`src/rtl/xbus_pkg.sv`:
```
package xbus_pkg;

    typedef enum logic [1:0] {
        RGN_INTERNAL = 2'd0,
        RGN_SFR      = 2'd1,
        RGN_EXTERNAL = 2'd2
    } region_e;

    typedef enum logic [1:0] {
        ST_IDLE    = 2'd0,
        ST_SETUP   = 2'd1,
        ST_STROBE1 = 2'd2,
        ST_STROBE2 = 2'd3
    } bus_state_e;

    function automatic logic region_visible(input logic [1:0] rgn);
        return (rgn == RGN_SFR) || (rgn == RGN_EXTERNAL);
    endfunction

endpackage

```
`src/rtl/xbus_seq.sv`:
```
module xbus_seq
    import xbus_pkg::*;
(
    input  logic       clk,
    input  logic       rst_n,
    input  logic       req_valid,
    input  logic       req_wait2,
    output bus_state_e state,
    output logic       accept,
    output logic       done
);

    bus_state_e state_nxt;
    logic       wait2_q;

    assign accept = (state == ST_IDLE) && req_valid;

    always_comb begin
        state_nxt = state;
        unique case (state)
            ST_IDLE:    if (req_valid) state_nxt = ST_SETUP;
            ST_SETUP:   state_nxt = ST_STROBE1;
            ST_STROBE1: state_nxt = wait2_q ? ST_STROBE2 : ST_IDLE;
            ST_STROBE2: state_nxt = ST_IDLE;
            default:    state_nxt = ST_IDLE;
        endcase
    end

    always_ff @(posedge clk or negedge rst_n) begin
        if (!rst_n) begin
            state   <= ST_IDLE;
            wait2_q <= 1'b0;
        end else begin
            state <= state_nxt;
            if (accept) wait2_q <= req_wait2;
        end
    end

    always_comb begin
        done = 1'b0;
        unique case (state)
            ST_IDLE:    done = 1'b0;
            ST_SETUP:   done = 1'b0;
            ST_STROBE1: done = !wait2_q;
            ST_STROBE2: done = 1'b1;
            default:    done = 1'b0;
        endcase
    end

endmodule

```
`src/rtl/xbus_req_reg.sv`:
```
module xbus_req_reg #(
    parameter int ADDR_W = 20,
    parameter int DATA_W = 16,
    parameter int BE_W   = DATA_W / 8
) (
    input  logic              clk,
    input  logic              rst_n,
    input  logic              accept,
    input  logic [ADDR_W-1:0] in_addr,
    input  logic              in_write,
    input  logic [BE_W-1:0]   in_be,
    input  logic [DATA_W-1:0] in_wdata,
    input  logic [1:0]        in_region,
    output logic [ADDR_W-1:0] cur_addr,
    output logic              cur_write,
    output logic [BE_W-1:0]   cur_be,
    output logic [DATA_W-1:0] cur_wdata,
    output logic [1:0]        cur_region
);

    always_ff @(posedge clk or negedge rst_n) begin
        if (!rst_n) begin
            cur_addr   <= '0;
            cur_write  <= 1'b0;
            cur_be     <= '0;
            cur_wdata  <= '0;
            cur_region <= 2'd0;
        end else if (accept) begin
            cur_addr   <= in_addr;
            cur_write  <= in_write;
            cur_be     <= in_be;
            cur_wdata  <= in_wdata;
            cur_region <= in_region;
        end
    end

endmodule

```
`src/rtl/xbus_hold.sv`:
```
module xbus_hold #(
    parameter int ADDR_W = 20
) (
    input  logic              clk,
    input  logic              rst_n,
    input  logic              load,
    input  logic [ADDR_W-1:0] new_addr,
    input  logic              new_hi_byte,
    output logic [ADDR_W-1:0] held_addr,
    output logic              held_bhe_n
);

    always_ff @(posedge clk or negedge rst_n) begin
        if (!rst_n) begin
            held_addr  <= '0;
            held_bhe_n <= 1'b1;
        end else if (load) begin
            held_addr  <= new_addr;
            held_bhe_n <= !new_hi_byte;
        end
    end

endmodule

```
`src/rtl/xbus_cs_dec.sv`:
```
module xbus_cs_dec #(
    parameter int ADDR_W = 20,
    parameter int CS_N   = 4
) (
    input  logic              enable,
    input  logic [ADDR_W-1:0] addr,
    output logic [CS_N-1:0]   cs_n
);

    localparam int SEL_W = (CS_N > 1) ? $clog2(CS_N) : 1;

    logic [SEL_W-1:0] sel;
    assign sel = addr[ADDR_W-1 -: SEL_W];

    for (genvar g = 0; g < CS_N; g++) begin : g_cs
        assign cs_n[g] = !(enable && (sel == SEL_W'(g)));
    end

endmodule

```
`src/rtl/xbus_pin_ctrl.sv`:
```
module xbus_pin_ctrl
    import xbus_pkg::*;
#(
    parameter int ADDR_W = 20,
    parameter int DATA_W = 16,
    parameter int CS_N   = 4
) (
    input  logic              clk,
    input  logic              rst_n,
    input  logic              req_valid,
    input  logic [ADDR_W-1:0] req_addr,
    input  logic              req_write,
    input  logic [1:0]        req_be,
    input  logic [DATA_W-1:0] req_wdata,
    input  logic [1:0]        req_region,
    input  logic              req_wait2,
    output logic              req_done,
    output logic [ADDR_W-1:0] pin_addr,
    output logic              pin_data_oe,
    output logic [DATA_W-1:0] pin_data_out,
    output logic              pin_rd_n,
    output logic              pin_wr_n,
    output logic              pin_wrl_n,
    output logic              pin_wrh_n,
    output logic              pin_bhe_n,
    output logic [CS_N-1:0]   pin_cs_n,
    output logic              pin_ale
);

    localparam int BE_W = 2;

    bus_state_e        state;
    logic              accept;
    logic [ADDR_W-1:0] cur_addr;
    logic              cur_write;
    logic [BE_W-1:0]   cur_be;
    logic [DATA_W-1:0] cur_wdata;
    logic [1:0]        cur_region;
    logic [ADDR_W-1:0] held_addr;
    logic              held_bhe_n;
    logic              cur_vis;
    logic              cur_ext;
    logic              in_cycle;
    logic              strobe_on;
    logic [CS_N-1:0]   dec_cs_n;

    xbus_seq u_seq (
        .clk       (clk),
        .rst_n     (rst_n),
        .req_valid (req_valid),
        .req_wait2 (req_wait2),
        .state     (state),
        .accept    (accept),
        .done      (req_done)
    );

    xbus_req_reg #(
        .ADDR_W (ADDR_W),
        .DATA_W (DATA_W),
        .BE_W   (BE_W)
    ) u_req (
        .clk        (clk),
        .rst_n      (rst_n),
        .accept     (accept),
        .in_addr    (req_addr),
        .in_write   (req_write),
        .in_be      (req_be),
        .in_wdata   (req_wdata),
        .in_region  (req_region),
        .cur_addr   (cur_addr),
        .cur_write  (cur_write),
        .cur_be     (cur_be),
        .cur_wdata  (cur_wdata),
        .cur_region (cur_region)
    );

    xbus_hold #(
        .ADDR_W (ADDR_W)
    ) u_hold (
        .clk         (clk),
        .rst_n       (rst_n),
        .load        (accept && region_visible(req_region)),
        .new_addr    (req_addr),
        .new_hi_byte (req_be[BE_W-1]),
        .held_addr   (held_addr),
        .held_bhe_n  (held_bhe_n)
    );

    xbus_cs_dec #(
        .ADDR_W (ADDR_W),
        .CS_N   (CS_N)
    ) u_cs (
        .enable (in_cycle && cur_ext),
        .addr   (cur_addr),
        .cs_n   (dec_cs_n)
    );

    assign cur_vis = region_visible(cur_region);
    assign cur_ext = (cur_region == RGN_EXTERNAL);

    always_comb begin
        in_cycle  = 1'b0;
        strobe_on = 1'b0;
        unique case (state)
            ST_IDLE:    begin in_cycle = 1'b0; strobe_on = 1'b0; end
            ST_SETUP:   begin in_cycle = 1'b1; strobe_on = 1'b0; end
            ST_STROBE1: begin in_cycle = 1'b1; strobe_on = 1'b1; end
            ST_STROBE2: begin in_cycle = 1'b1; strobe_on = 1'b1; end
            default:    begin in_cycle = 1'b0; strobe_on = 1'b0; end
        endcase
    end

    always_comb begin
        pin_addr     = held_addr;
        pin_bhe_n    = held_bhe_n;
        pin_ale      = 1'b0;
        pin_cs_n     = dec_cs_n;
        pin_data_oe  = in_cycle && cur_vis && cur_write;
        pin_data_out = pin_data_oe ? cur_wdata : '0;
        pin_rd_n     = !(strobe_on && cur_vis && !cur_write);
        pin_wrl_n    = !(strobe_on && cur_vis && cur_write && cur_be[0]);
        pin_wrh_n    = !(strobe_on && cur_vis && cur_write && cur_be[BE_W-1]);
        pin_wr_n     = pin_wrl_n && pin_wrh_n;
    end

endmodule

```
`config.mk`:
```
export PLATFORM = sky130hd
export DESIGN_NAME = xbus_pin_ctrl
export DESIGN_NICKNAME = d
export VERILOG_FILES = /design/src/rtl/xbus_pkg.sv /design/src/rtl/xbus_seq.sv /design/src/rtl/xbus_req_reg.sv /design/src/rtl/xbus_hold.sv /design/src/rtl/xbus_cs_dec.sv /design/src/rtl/xbus_pin_ctrl.sv
export SDC_FILE = /design/constraint.sdc
export NUM_CORES = 1
export LEC_CHECK = 0
export BUFFER_PORTS_ARGS = -buffer_cell sky130_fd_sc_hd__buf_2
export CAP_MARGIN = 20
export CORE_MARGIN = 8
export CORE_UTILIZATION = 25
export DETAILED_ROUTE_END_ITERATION = 10
export GPL_ROUTABILITY_DRIVEN = 0
export PLACE_DENSITY = 0.52
export SYNTH_ARGS = -nofsm -noshare
export SYNTH_HDL_FRONTEND = slang
export SYNTH_SLANG_ARGS = --single-unit
```
`constraint.sdc`:
```
create_clock -name clk -period 2 [get_ports clk]
set_clock_uncertainty 0.15 [all_clocks]
set_input_delay 0.4 -clock clk [delete_from_list [all_inputs] [get_ports clk]]
set_output_delay 0.4 -clock clk [all_outputs]
set_load 0.01 [all_outputs]
```
After elaboration in Yosys (flattened, before gate mapping)
Cells that the tools add are included.
{"block": "classes", "n_addsub": 0, "n_mul": 0, "div": 0, "magnitude_cmp": 0, "eq_ne": 11, "shifts": 0, "muxes": 7, "bitwise_logic": 0, "n_reduce_logical": 32}
{"cell": "2-to-1 mux 16 bit", "count": 1}
{"cell": "logical AND 1 bit", "count": 15}
{"cell": "== test 2 bit, second input constant", "count": 6}
{"cell": "zero test 1 bit", "count": 10}
{"cell": "== test 2 x 1 -> 1 bit, second input constant", "count": 4}
{"cell": "one-hot mux 2 bit (4 select lines)", "count": 1}
{"cell": "zero test 2 bit", "count": 2}
{"cell": "2-to-1 mux 2 bit", "count": 2}
{"cell": "one-hot mux 1 bit (2 select lines)", "count": 2}
{"cell": "OR reduction 2 bit", "count": 2}
{"cell": "one-hot mux 1 bit (3 select lines)", "count": 1}
{"cell": "OR reduction 3 bit", "count": 1}
{"cell": "logical OR 1 bit", "count": 2}
{"cell": "!= test 2 bit, second input constant", "count": 1}
{"block": "word_totals", "ff_bits": 65, "latch_bits": 0, "mem_bits_rw": 0, "rom_bits": 0, "wordCells": 59, "mem_count": 0}

Longest topological paths before layout
{"block": "depth", "ltp_word": 8, "ltp_mapped": 5, "ltp_nobuf": 5}

Cells and area by module
A second synthesis with hierarchy kept.
{"block": "unflattened", "hier_cells": 181, "hier_area_um2": 3065.4}
{"module": "xbus_req_reg", "n_inst": 1, "cells_each": 87, "area_each_um2": 1729.2, "seq_area_each_um2": 1026.0}
{"module": "xbus_hold", "n_inst": 1, "cells_each": 45, "area_each_um2": 859.6, "seq_area_each_um2": 526.8}
{"module": "xbus_pin_ctrl", "n_inst": 1, "cells_each": 34, "area_each_um2": 311.5, "seq_area_each_um2": 0.0}
{"module": "xbus_seq", "n_inst": 1, "cells_each": 11, "area_each_um2": 136.4, "seq_area_each_um2": 75.1}
{"module": "xbus_cs_dec", "n_inst": 1, "cells_each": 4, "area_each_um2": 28.8, "seq_area_each_um2": 0.0}

Least setup slack after synthesis
No wires, ideal clock.
{"block": "synth_timing", "kind": "register to output", "startpoint": "reg u_req.cur_region[1]", "endpoint": "out pin_data_out[0]", "arrival_time_ns": 1.484, "required_time_ns": 1.450, "slack_ns": -0.034, "path_stages_with_launch": 5, "path_buffers": 1, "cell_sequence": "dfrtp_1 -> ha_1 -> nor3b_1 -> buf_2 -> and2_1"}
{"block": "synth_via", "elab_chain_len": 5, "word_cells_on_any_way": 6, "cone_classes": "2 x eq/ne; 1 x mux; 3 x reduce/logical"}
{"item": "start: declaration", "line_no": "xbus_req_reg.sv:18", "source": "output logic [1:0] cur_region"}
{"item": "start signal: assignment", "line_no": "xbus_req_reg.sv:33", "source": "cur_region <= in_region;"}
{"item": "== test 2 x 1 -> 1 bit or == test 2 bit (tied branches)", "line_no": "xbus_pkg.sv:17", "source": "return (rgn == RGN_SFR) || (rgn == RGN_EXTERNAL);"}
{"item": "logical OR 1 bit (*)", "line_no": "xbus_pkg.sv:17"}
{"item": "logical AND 1 bit (*) (2 in a row)", "line_no": "xbus_pin_ctrl.sv:118", "source": "pin_data_oe = in_cycle && cur_vis && cur_write;"}
{"item": "named net pin_data_oe", "line_no": "xbus_pin_ctrl.sv:19", "source": "output logic pin_data_oe,"}
{"item": "2-to-1 mux 16 bit (*)", "line_no": "xbus_pin_ctrl.sv:119", "source": "pin_data_out = pin_data_oe ? cur_wdata : '0;"}
{"item": "end: declaration", "line_no": "xbus_pin_ctrl.sv:20", "source": "output logic [DATA_W-1:0] pin_data_out,"}
The timed path passes the listed nets; every way through them passes the cells marked *.

Final worst setup path
{"block": "layout_timing", "startpoint": "reg u_req.cur_region[0]", "endpoint": "out pin_data_out[13]"}
{"block": "layout_via", "elab_chain_len": 5, "word_cells_on_any_way": 6, "cone_classes": "2 x eq/ne; 1 x mux; 3 x reduce/logical"}
{"item": "== test 2 x 1 -> 1 bit or == test 2 bit (tied branches)", "line_no": "xbus_pkg.sv:17"}
{"item": "logical OR 1 bit (*)", "line_no": "xbus_pkg.sv:17"}
{"item": "logical AND 1 bit (*) (2 in a row)", "line_no": "xbus_pin_ctrl.sv:118"}
{"item": "2-to-1 mux 16 bit (*)", "line_no": "xbus_pin_ctrl.sv:119"}
Every way passes the cells marked *; elsewhere a longest branch is shown, timed or not.

==> impl_metrics.csv <==
group,metric,value,unit
drt,final_antenna_net_count,0,
synth,synth_area,0.00207,sq mm
floorplan,rows,33,
power_and_ir_drop,p_switching,1.43,mW
synth,ys_seq_area_frac,0.569,
timing,rsz0062_at_grt,"true",
layout,nNetsFinal,290,
clock_network,cts_buffer_depth,2,
power_and_ir_drop,p_sw_frac,0.324,
layout,syn_to_final_growth,38.3,%
timing,drv_slew,0,
clock_network,clkLatencyLatePin,0.29,ns
global_routing,antenna_found_initial,0,
synth,netlist.top_cell.by_area,"dfrtp_1",
layout,seqCellArea,0.00118,sq mm
synth,synthArstFlopShare,1.00,
synth,synth_top_flop_cell,"dfrtp_1",
global_routing,globalRoute.totalOverflow,0,
setup_path,worst_setup_path_start_kind,"register",
timing,worst_slack,-0.154,ns
timing,finalCriticalPeriod,2.15,ns
layout,multi_input_area,863,sq um
setup_path,crit_fanout,17,
layout,fin_cells,350,
global_routing,first_global_vias,1658,
global_routing,grt_pass1_wl,8110,microns
setup_path,crit_type,"reg2out",
layout,drive_gt1_frac,0.657,
floorplan,dieArea,0.0115,sq mm
clock_network,clock-root-buffer,"clkbuf_8",
global_routing,grt_max_degree,22,
synth,ys_top_cells_by_area,"dfrtp_1, mux2_4, mux2_2, and2_1, dfstp_2",
floorplan,die_w,107,microns
timing,fmax,464,MHz
clock_network,clkTransAtPathRegs,0.09,ns
timing,finalHoldViolations,0,
drt,drc_errors,0,
power_and_ir_drop,ir_drop,490,uV
clock_network,cts_tree,"built",
min_path,hp-class,"in2reg",
global_routing,grt_use_total,0.0879,
drt,routed_wl,4950,microns
placed_design,post-dp-hpwl,3720,microns
synth,yosysUniqueCellTypes,25,
floorplan,core_area,0.00813,sq mm
floorplan,io_pins,93,
clock_network,cts_inserted_buffers,5,
drt,route.vias.total,1433,
run_status,failed_checks,"negative setup slack",
setup_path,arrival,1.60,ns
drt,drt_iter0_markers,29,
timing,timing.final.crit_share,1.08,
placed_design,portBuffers,91,
synth,yosys_register_bits,47,
power_and_ir_drop,power_density,1540,mW/mm^2
synth,syn-num-nets,189,
placed_design,dp_cells,339,
power_and_ir_drop,p_clk_frac,0.163,
power_and_ir_drop,seqPwrFrac,0.396,
power_and_ir_drop,intPower,2.98,mW
layout,fill_cells,851,
synth,yosys_warnings,0,
clock_network,cts_sinks,47,
synth,synth-edff-count,0,
layout,diodes,0,
synth,netlist.area_leader.share,0.556,
timing,setup_viol,21,
synth,avgSynthCellArea,14.5,sq um
run_status,status,"finished, violations left",
floorplan,start_util,0.255,
clock_network,cts_max_level,2,
setup_path,required,1.45,ns
drt,wl_per_cell,14.1,microns
power_and_ir_drop,combinationalPowerShare,0.441,
setup_path,worstSetupEndpointType,"output port",
drt,via_per_inst,4.09,
drt,drt-pass1-iter-count,4,
floorplan,die_h,107,microns
placed_design,dpl_cell_area,0.00268,sq mm
job,cap_violations,0,
power_and_ir_drop,p_leak,1.45,nW
timing,tns,-2.64,ns
layout,final_area,0.00286,sq mm
synth,syn_inst,143,
worst paths after layout:
kind,endpoint,from,depth (start not counted),slack [ns]
max reg2reg,u_req.cur_wdata[0],u_seq.state[1],3,0.32
min reg2reg,u_hold.held_bhe_n,u_hold.held_bhe_n,2,0.32
min,u_hold.held_bhe_n,req_be[1],2,0.1
max in group asynchronous,u_req.cur_wdata[14],rst_n,3,0.69
min in group asynchronous,u_hold.held_addr[15],rst_n,2,0.40
max,pin_data_out[13],u_req.cur_region[0],6,-0.15
per-layer routing:
metal	GRT usage	wire [microns]
met3	0.0420	539
met2	0.135	2160
met1	0.106	2230
met5	0	0
met4	0.0271	19
registers in the layout (all words and copies together) (netlist names):
register	count
u_req.cur_be	2
u_req.cur_wdata	16
u_req.cur_write	1
u_req.cur_addr	2
u_req.cur_region	2
u_seq.wait2_q	1
u_hold.held_bhe_n	1
u_seq.state	2
u_hold.held_addr	20
what timing repair did:
item | CTS | global route
setup endpoints to repair | 24 | 24
endpoints found under the hold margin | 15 | 0
setup buffers | 1 | 1
resized for setup | 8 | 4
gates cloned | 0 | 0
hold buffers | 1 | 0
pin swaps | 3 | 0
stage by stage:
step	util	setup slack, ns	total power [mW]	hold slack (ns)
floorplan	-	0.104	2.90	-0.0456
global placement	0.329	0.123	3.56	0.193
detailed placement	0.329	0.0646	3.60	0.191
CTS	0.349	-0.179	4.45	0.0850
global route	0.352	-0.277	4.76	0.0882
finish	0.352	-0.154	4.42	0.0959
cells by family (layout without fill, tap and decap cells):
logic type / count (synthesis) / count (layout) / synth area share
compound gates: 6 / 6 / 0.0175
flops: 47 / 47 / 0.569
fa+ha+maj: 1 / 1 / 0.00604
other cells: 1 / 1 / 0.00181
buf+inv: 10 / 112 / 0.0296
xor+xnor: 1 / 1 / 0.00423
simple gates: 32 / 32 / 0.0943
mux: 45 / 45 / 0.278
cell usage after synthesis, types with 2 or more instances:
cell     instances
dfrtp_1         46
mux2_2          24
mux2_4          19
and2_1          16
nand2_1          5
buf_2            4
nor2_1           4
o21ai_0          4
inv_1            3
buf_6            2
mux2i_1          2
worst max-delay path, stage by stage, from the launching register on:
cell	delay, ns
dfrtp_1	0.38
inv_2	0.08
ha_4	0.21
nor3b_4	0.20
buf_6	0.18
and2_1	0.14
buf_2	0.12
cells in the final DEF, fill, tap and decap left out, drive strengths merged, types with 2 or more instances in the layout:
cell,Yosys,layout
nor3b,2,2
dfrtp,46,46
nor2,4,4
clkbuf,0,6
nand2,6,6
inv,3,3
mux2,43,43
buf,7,100
o21ai,4,4
and2,16,16
mux2i,2,2
layout make-up:
class | count | area share
Sequential cell | 47 | 0.412
Timing Repair Buffer | 101 | 0.196
Tap cell | 105 | 0.0459
Inverter | 3 | 0.00393
Clock inverter | 2 | 0.0122
Clock buffer | 6 | 0.0288
Multi-Input combinational cell | 86 | 0.301
power groups by stage:
stage	logic, mW	clock network [mW]	registers (mW)
2_1_floorplan	1.11	0	1.78
3_3_place_gp	1.82	0	1.73
3_5_place_dp	1.85	0	1.75
4_1_cts	1.94	0.760	1.75
5_1_grt	2.13	0.794	1.83
6_report	1.95	0.719	1.75
Power figures use the tool's default switching activity.
